### src/rtl/wdt_pkg.sv
package wdt_pkg;

    localparam int SEL_W   = 3;
    localparam int MAX_SEL = (1 << SEL_W) - 1;

    typedef struct packed {
        logic             en;
        logic [SEL_W-1:0] sel;
    } wdt_ctl_t;

    localparam int CTL_W = $bits(wdt_ctl_t);

    localparam wdt_ctl_t CTL_RESET = '{en: 1'b1, sel: {SEL_W{1'b1}}};

    typedef enum logic {
        EXPECT_FIRST  = 1'b0,
        EXPECT_SECOND = 1'b1
    } pair_phase_e;

endpackage

### src/rtl/wdt_pair_gate.sv
module wdt_pair_gate
    import wdt_pkg::*;
(
    input  logic clk,
    input  logic rst,
    input  logic clr_single,
    input  logic clr_first,
    input  logic clr_second,
    input  logic overflow,
    output logic clear_ok
);

    pair_phase_e phase;
    logic        first_ok;
    logic        second_ok;

    always_comb begin
        first_ok  = clr_first  && !clr_second && (phase == EXPECT_FIRST);
        second_ok = clr_second && !clr_first  && (phase == EXPECT_SECOND);
        clear_ok  = clr_single || first_ok || second_ok;
    end

    always_ff @(posedge clk) begin
        if (rst || clr_single || overflow) begin
            phase <= EXPECT_FIRST;
        end else if (first_ok) begin
            phase <= EXPECT_SECOND;
        end else if (second_ok) begin
            phase <= EXPECT_FIRST;
        end
    end

endmodule

### src/rtl/wdt_tick_counter.sv
module wdt_tick_counter
    import wdt_pkg::*;
#(
    parameter int BASE_EXP = 8,
    localparam int CNT_W   = BASE_EXP + MAX_SEL
) (
    input  logic             clk,
    input  logic             rst,
    input  logic             tick_en,
    input  logic             enable,
    input  logic [SEL_W-1:0] sel,
    input  logic             restart,
    input  logic             clear,
    output logic             overflow
);

    logic [CNT_W-1:0] cnt;
    logic [CNT_W-1:0] terminal;
    logic             hit;

    always_comb begin
        terminal = {CNT_W{1'b1}} >> (~sel);
        hit      = enable && tick_en && (cnt == terminal);
        overflow = hit && !clear && !restart;
    end

    always_ff @(posedge clk) begin
        if (rst || !enable || clear || restart || hit) begin
            cnt <= '0;
        end else if (tick_en) begin
            cnt <= cnt + 1'b1;
        end
    end

endmodule

### src/rtl/wdt_status.sv
module wdt_status #(
    parameter int RST_HOLD = 4,
    localparam int HOLD_W  = $clog2(RST_HOLD + 1)
) (
    input  logic clk,
    input  logic rst,
    input  logic overflow,
    input  logic asleep,
    input  logic clear_ok,
    output logic rst_req,
    output logic wake_req,
    output logic flag_to,
    output logic flag_pdf
);

    logic [HOLD_W-1:0] hold;

    assign rst_req = (hold != '0);

    always_ff @(posedge clk) begin
        if (rst) begin
            hold     <= '0;
            wake_req <= 1'b0;
            flag_to  <= 1'b0;
            flag_pdf <= 1'b0;
        end else begin
            wake_req <= overflow && asleep;
            if (overflow) begin
                flag_to <= 1'b1;
                if (asleep) begin
                    flag_pdf <= 1'b1;
                end else begin
                    hold <= HOLD_W'(RST_HOLD);
                end
            end else begin
                if (clear_ok) begin
                    flag_to  <= 1'b0;
                    flag_pdf <= 1'b0;
                end
                if (hold != '0) begin
                    hold <= hold - 1'b1;
                end
            end
        end
    end

endmodule

### src/rtl/wdt_paired_clear.sv
module wdt_paired_clear
    import wdt_pkg::*;
#(
    parameter int BASE_EXP = 8,
    parameter int RST_HOLD = 4
) (
    input  logic             clk,
    input  logic             rst,
    input  logic             tick_en,
    input  logic             ctl_wr,
    input  logic [CTL_W-1:0] ctl_wdata,
    input  logic             core_asleep,
    input  logic             clr_single,
    input  logic             clr_first,
    input  logic             clr_second,
    output logic             rst_req,
    output logic             wake_req,
    output logic             flag_to,
    output logic             flag_pdf
);

    wdt_ctl_t ctl;
    logic     restart;
    logic     overflow;
    logic     clear_ok;

    assign restart = ctl_wr && (ctl_wdata != {ctl.en, ctl.sel});

    always_ff @(posedge clk) begin
        if (rst) begin
            ctl <= CTL_RESET;
        end else if (ctl_wr) begin
            ctl <= wdt_ctl_t'(ctl_wdata);
        end
    end

    wdt_pair_gate u_gate (
        .clk        (clk),
        .rst        (rst),
        .clr_single (clr_single),
        .clr_first  (clr_first),
        .clr_second (clr_second),
        .overflow   (overflow),
        .clear_ok   (clear_ok)
    );

    wdt_tick_counter #(.BASE_EXP(BASE_EXP)) u_count (
        .clk      (clk),
        .rst      (rst),
        .tick_en  (tick_en),
        .enable   (ctl.en),
        .sel      (ctl.sel),
        .restart  (restart),
        .clear    (clear_ok),
        .overflow (overflow)
    );

    wdt_status #(.RST_HOLD(RST_HOLD)) u_stat (
        .clk      (clk),
        .rst      (rst),
        .overflow (overflow),
        .asleep   (core_asleep),
        .clear_ok (clear_ok),
        .rst_req  (rst_req),
        .wake_req (wake_req),
        .flag_to  (flag_to),
        .flag_pdf (flag_pdf)
    );

endmodule

### config.mk
export PLATFORM = sky130hd
export DESIGN_NAME = wdt_paired_clear
export DESIGN_NICKNAME = d
export VERILOG_FILES = /design/src/rtl/wdt_pkg.sv /design/src/rtl/wdt_pair_gate.sv /design/src/rtl/wdt_tick_counter.sv /design/src/rtl/wdt_status.sv /design/src/rtl/wdt_paired_clear.sv
export SDC_FILE = /design/constraint.sdc
export NUM_CORES = 1
export LEC_CHECK = 0
export ABC_AREA = 1
export BUFFER_PORTS_ARGS = -buffer_cell sky130_fd_sc_hd__buf_2
export CORE_MARGIN = 10
export CORE_UTILIZATION = 35
export CTS_CLUSTER_DIAMETER = 40
export DETAILED_ROUTE_END_ITERATION = 7
export MAX_ROUTING_LAYER = met4
export SYNTH_ARGS = -nofsm -noshare
export SYNTH_HDL_FRONTEND = slang
export SYNTH_HIERARCHICAL = 1
export SYNTH_SLANG_ARGS = --single-unit
### constraint.sdc
create_clock -name clk -period 2.91 [get_ports clk]
set_clock_uncertainty 0.15 [all_clocks]
set_input_delay 0.4365 -clock clk [delete_from_list [all_inputs] [get_ports clk]]
set_output_delay 0.4365 -clock clk [all_outputs]
set_load 0.01 [all_outputs]
==> reports/summary.log <==
INFO  run_status     outcome=finished, final reports clean
INFO  yosys          syn-mean-instance-area=6.23µm²
INFO  floorplanning  dieHeight=87.9µm
INFO  yosys          ys_types=27
INFO  clock_tree     clockBufferDepth=2
INFO  detailed_routing drt_pass1_iterations=4
INFO  clock_tree     cts_hold_repair.buffers=0
INFO  worst_setup_path critPathCaptureType=flop
INFO  worst_setup_path criticalPathCategory=flop to flop
INFO  grt            grt_antenna_before_repair=0
INFO  worst_setup_path worstPathMaxFanout=8
INFO  final_layout   design.final.nets=291
INFO  final_layout   layout_commonest_cell=nand2_1
INFO  detailed_routing detail_route.wirelength=3440µm
INFO  yosys          synth_cells=259
INFO  final_layout   syn_to_final_growth=10.0%
INFO  clock_tree     cts_post_setup_buffers_inserted=0
INFO  floorplanning  fp-row-count=24
INFO  final_layout   final-seq-area=520µm²
INFO  timing         finalSetupViolCount=0
INFO  detailed_routing detail_route.wl_per_cell=10.5µm
INFO  yosys          synth_seq_cells=26
INFO  grt            grt_max_degree=16
INFO  floorplanning  coreArea=4410µm²
INFO  timing         grt_setup_unrepaired=no
INFO  clock_tree     ctsResizeCount=0
INFO  pwr            power_per_cell_area=465nW/µm²
INFO  final_layout   multi_input_area=898µm²
INFO  timing         timing.final.crit_period=2.13ns
INFO  timing         hold_viol=0
INFO  place          dpl.hpwl=2710µm
INFO  worst_setup_path crit_path_start_kind=flop
INFO  worst_hold_path hold_end=ctl[3]
INFO  final_layout   most_used_cells_in_the_layout_excluding_fill_and_tap_cells=nand2_1 (74), nor2_1 (46), inv_1 (39), dfxtp_1 (26), nand3_1 (18)
INFO  worst_hold_path worst_hold_startpoint=ctl_wdata[3]
INFO  final_layout   n_antenna_cell=0
INFO  yosys          synth.yosys.seq_area_share=0.322
INFO  detailed_routing detail-route-antenna-nets=0
INFO  clock_tree     clock_tree.htree_level_count=1
INFO  timing         holdWs=0.261ns
INFO  final_layout   filler_cell_count=486
INFO  yosys          synth_area=1610µm²
INFO  clock_tree     clock_insertion_delay_worst_skew=0.27ns
INFO  clock_tree     worst_setup_hold_path_clk_slew=0.09ns
INFO  grt            grt_pass1_vias=1331
INFO  detailed_routing detailed_route_drc_error_count=0
INFO  floorplanning  floorplan.io_pins=16
INFO  timing         slew_headroom=0.791
INFO  floorplanning  initial_util=0.366
INFO  floorplanning  dieWidth=87.9µm
INFO  worst_setup_path crit_required=2.93ns
INFO  place          routabilityCongestion=0.929
INFO  worst_setup_path critical_path.reg2reg.endpoint=u_stat/hold[2]
INFO  timing         tns=0ns
INFO  grt            first_pass_grt_wire_length=5890µm
INFO  timing         worst-slew-pin-transition=0.313ns
INFO  floorplanning  die_area=7730µm²
INFO  detailed_routing drt-vias-per-instance=4.53
INFO  grt            gr-usage-all-layers=0.0946
INFO  worst_hold_path hold_depth=3
INFO  detailed_routing initialDrtViolationCount=111
INFO  worst_hold_path hold_path_class=input pin to flop
INFO  clock_tree     tritoncts.num_buffers=3
INFO  worst_setup_path arrival=2.16ns
INFO  final_layout   fraction_of_layout_instances_using_a_drive_strength_above_1=0.116
INFO  yosys          syn-num-nets=274
INFO  worst_setup_path reg2reg_depth=13
INFO  timing         slew_violations=0
INFO  timing         fin_crit_sh=0.733
INFO  clock_tree     numClockSinks=26
INFO  clock_tree     cts.root.buffer_cell=clkbuf_8
INFO  worst_setup_path reg2reg_setup_slack=0.78ns
INFO  grt            grt_overflow=0
INFO  job            drv_cap=0
INFO  timing         achievable-frequency=469MHz
INFO  pwr            power.ir.vdd_worst=222µV
INFO  pwr            leakage_power=0.811nW
INFO  detailed_routing route.vias.total=1481
INFO  worst_setup_path r2r_start=ctl[1]
INFO  place          buffer_ports.inserted=15
INFO  clock_tree     cts_tree=built
INFO  yosys          yosys_warnings=6
-- worst max path at each step --
stage | cells after the start | startpoint | end | slack (ns)
global route | 13 | ctl[2] | u_stat/hold[2] | 0.52
floorplan | 12 | ctl[1] | u_stat/hold[2] | 0.69
global placement | 14 | ctl_wdata[1] | u_stat/hold[2] | 0.84
detailed placement | 14 | ctl_wdata[1] | u_stat/hold[2] | 0.80
finish | 13 | ctl[1] | u_stat/hold[2] | 0.78
CTS | 13 | ctl[2] | u_stat/hold[2] | 0.78
-- cells by family after synthesis --
logic type	after synthesis	synth area share
XOR/XNOR	8	0.0434
AND/OR/NAND/NOR	158	0.428
flip-flops	26	0.322
adder cells (fa/ha/maj)	3	0.0233
buffers and inverters	45	0.121
AO/OA/AOI/OAI	18	0.0558
multiplexers	1	0.00620
-- state kept, by name, indices dropped and copies added, names as in the netlist --
| name | count |
|---|---|
| u_count/cnt | 15 |
| ctl | 4 |
| u_stat/hold | 3 |
| u_gate/phase | 1 |
| u_stat/flag_pdf | 1 |
| u_stat/flag_to | 1 |
| u_stat/wake_req | 1 |
-- area by class of cell --
class | instances | area share
well taps | 52 | 0.0366
clock buffers | 4 | 0.0310
flip-flops and latches | 26 | 0.293
inverters | 41 | 0.0867
repair buffers | 16 | 0.0465
multi-input cells | 188 | 0.506
-- critical path: stages (launching register included) --
cell     delay, ns
dfxtp_1       0.50
inv_1         0.10
nand2_1       0.07
nand2_1       0.04
nor2_1        0.11
a21oi_1       0.07
or2_2         0.30
nor3_1        0.20
buf_4         0.19
inv_2         0.07
nand2_2       0.08
nand2_1       0.07
nand3_1       0.07
nand2_1       0.05
-- per-stage QoR --
step	std cells	utilization	cell area (µm²)	worst slack, ns	power [W]
floorplan	259	-	1610	0.692	0.000552
global placement	323	0.390	1720	0.836	0.000600
detailed placement	323	0.390	1720	0.801	0.000600
CTS	327	0.402	1780	0.781	0.000840
global route	327	0.402	1780	0.518	0.000884
finish	327	0.402	1780	0.777	0.000825
-- cell usage after synthesis --
| cell | instances | area, µm² |
|---|---|---|
| xor2_1 | 4 | 35.0 |
| o21ai_0 | 7 | 35.0 |
| nand2_2 | 4 | 25.0 |
| and2_1 | 1 | 6.26 |
| a21oi_1 | 10 | 50.1 |
| nand3b_1 | 3 | 22.5 |
| xnor2_1 | 4 | 35.0 |
| nor2_2 | 1 | 6.26 |
| buf_4 | 1 | 7.51 |
| mux2i_1 | 1 | 10.0 |
| nor2_1 | 46 | 173 |
| nor2_4 | 1 | 11.3 |
| ha_1 | 3 | 37.5 |
| nor3_4 | 1 | 16.3 |
| nor3_1 | 2 | 10.0 |
| buf_6 | 3 | 33.8 |
| nand2_1 | 74 | 278 |
| nor3b_1 | 1 | 7.51 |
| nor3_2 | 1 | 10.0 |
| dfxtp_1 | 26 | 521 |
| o21ai_1 | 1 | 5.00 |
| nand3_2 | 1 | 10.0 |
| nand3_1 | 18 | 90.1 |
| nand4_1 | 3 | 18.8 |
| inv_2 | 2 | 7.51 |
| inv_1 | 39 | 146 |
| or2_2 | 1 | 6.26 |
-- per-layer routing --
metal	part of all wire	routed length, µm	up-vias	global-route usage
li1	-	-	829	-
met1	0.52	1790	633	0.123
met2	0.45	1560	17	0.145
met3	0.016	55	2	0.0111
met4	0.012	41	0	0.0391
met5	0	0	-	-
-- report_power, final --
part | internal (W) | switching [W] | leakage [nW]
registers | 0.000379 | 0.0000190 | 0.211
logic | 0.0000769 | 0.000116 | 0.571
clock network | 0.000121 | 0.000113 | 0.0288
Power figures use the tool's default switching activity.
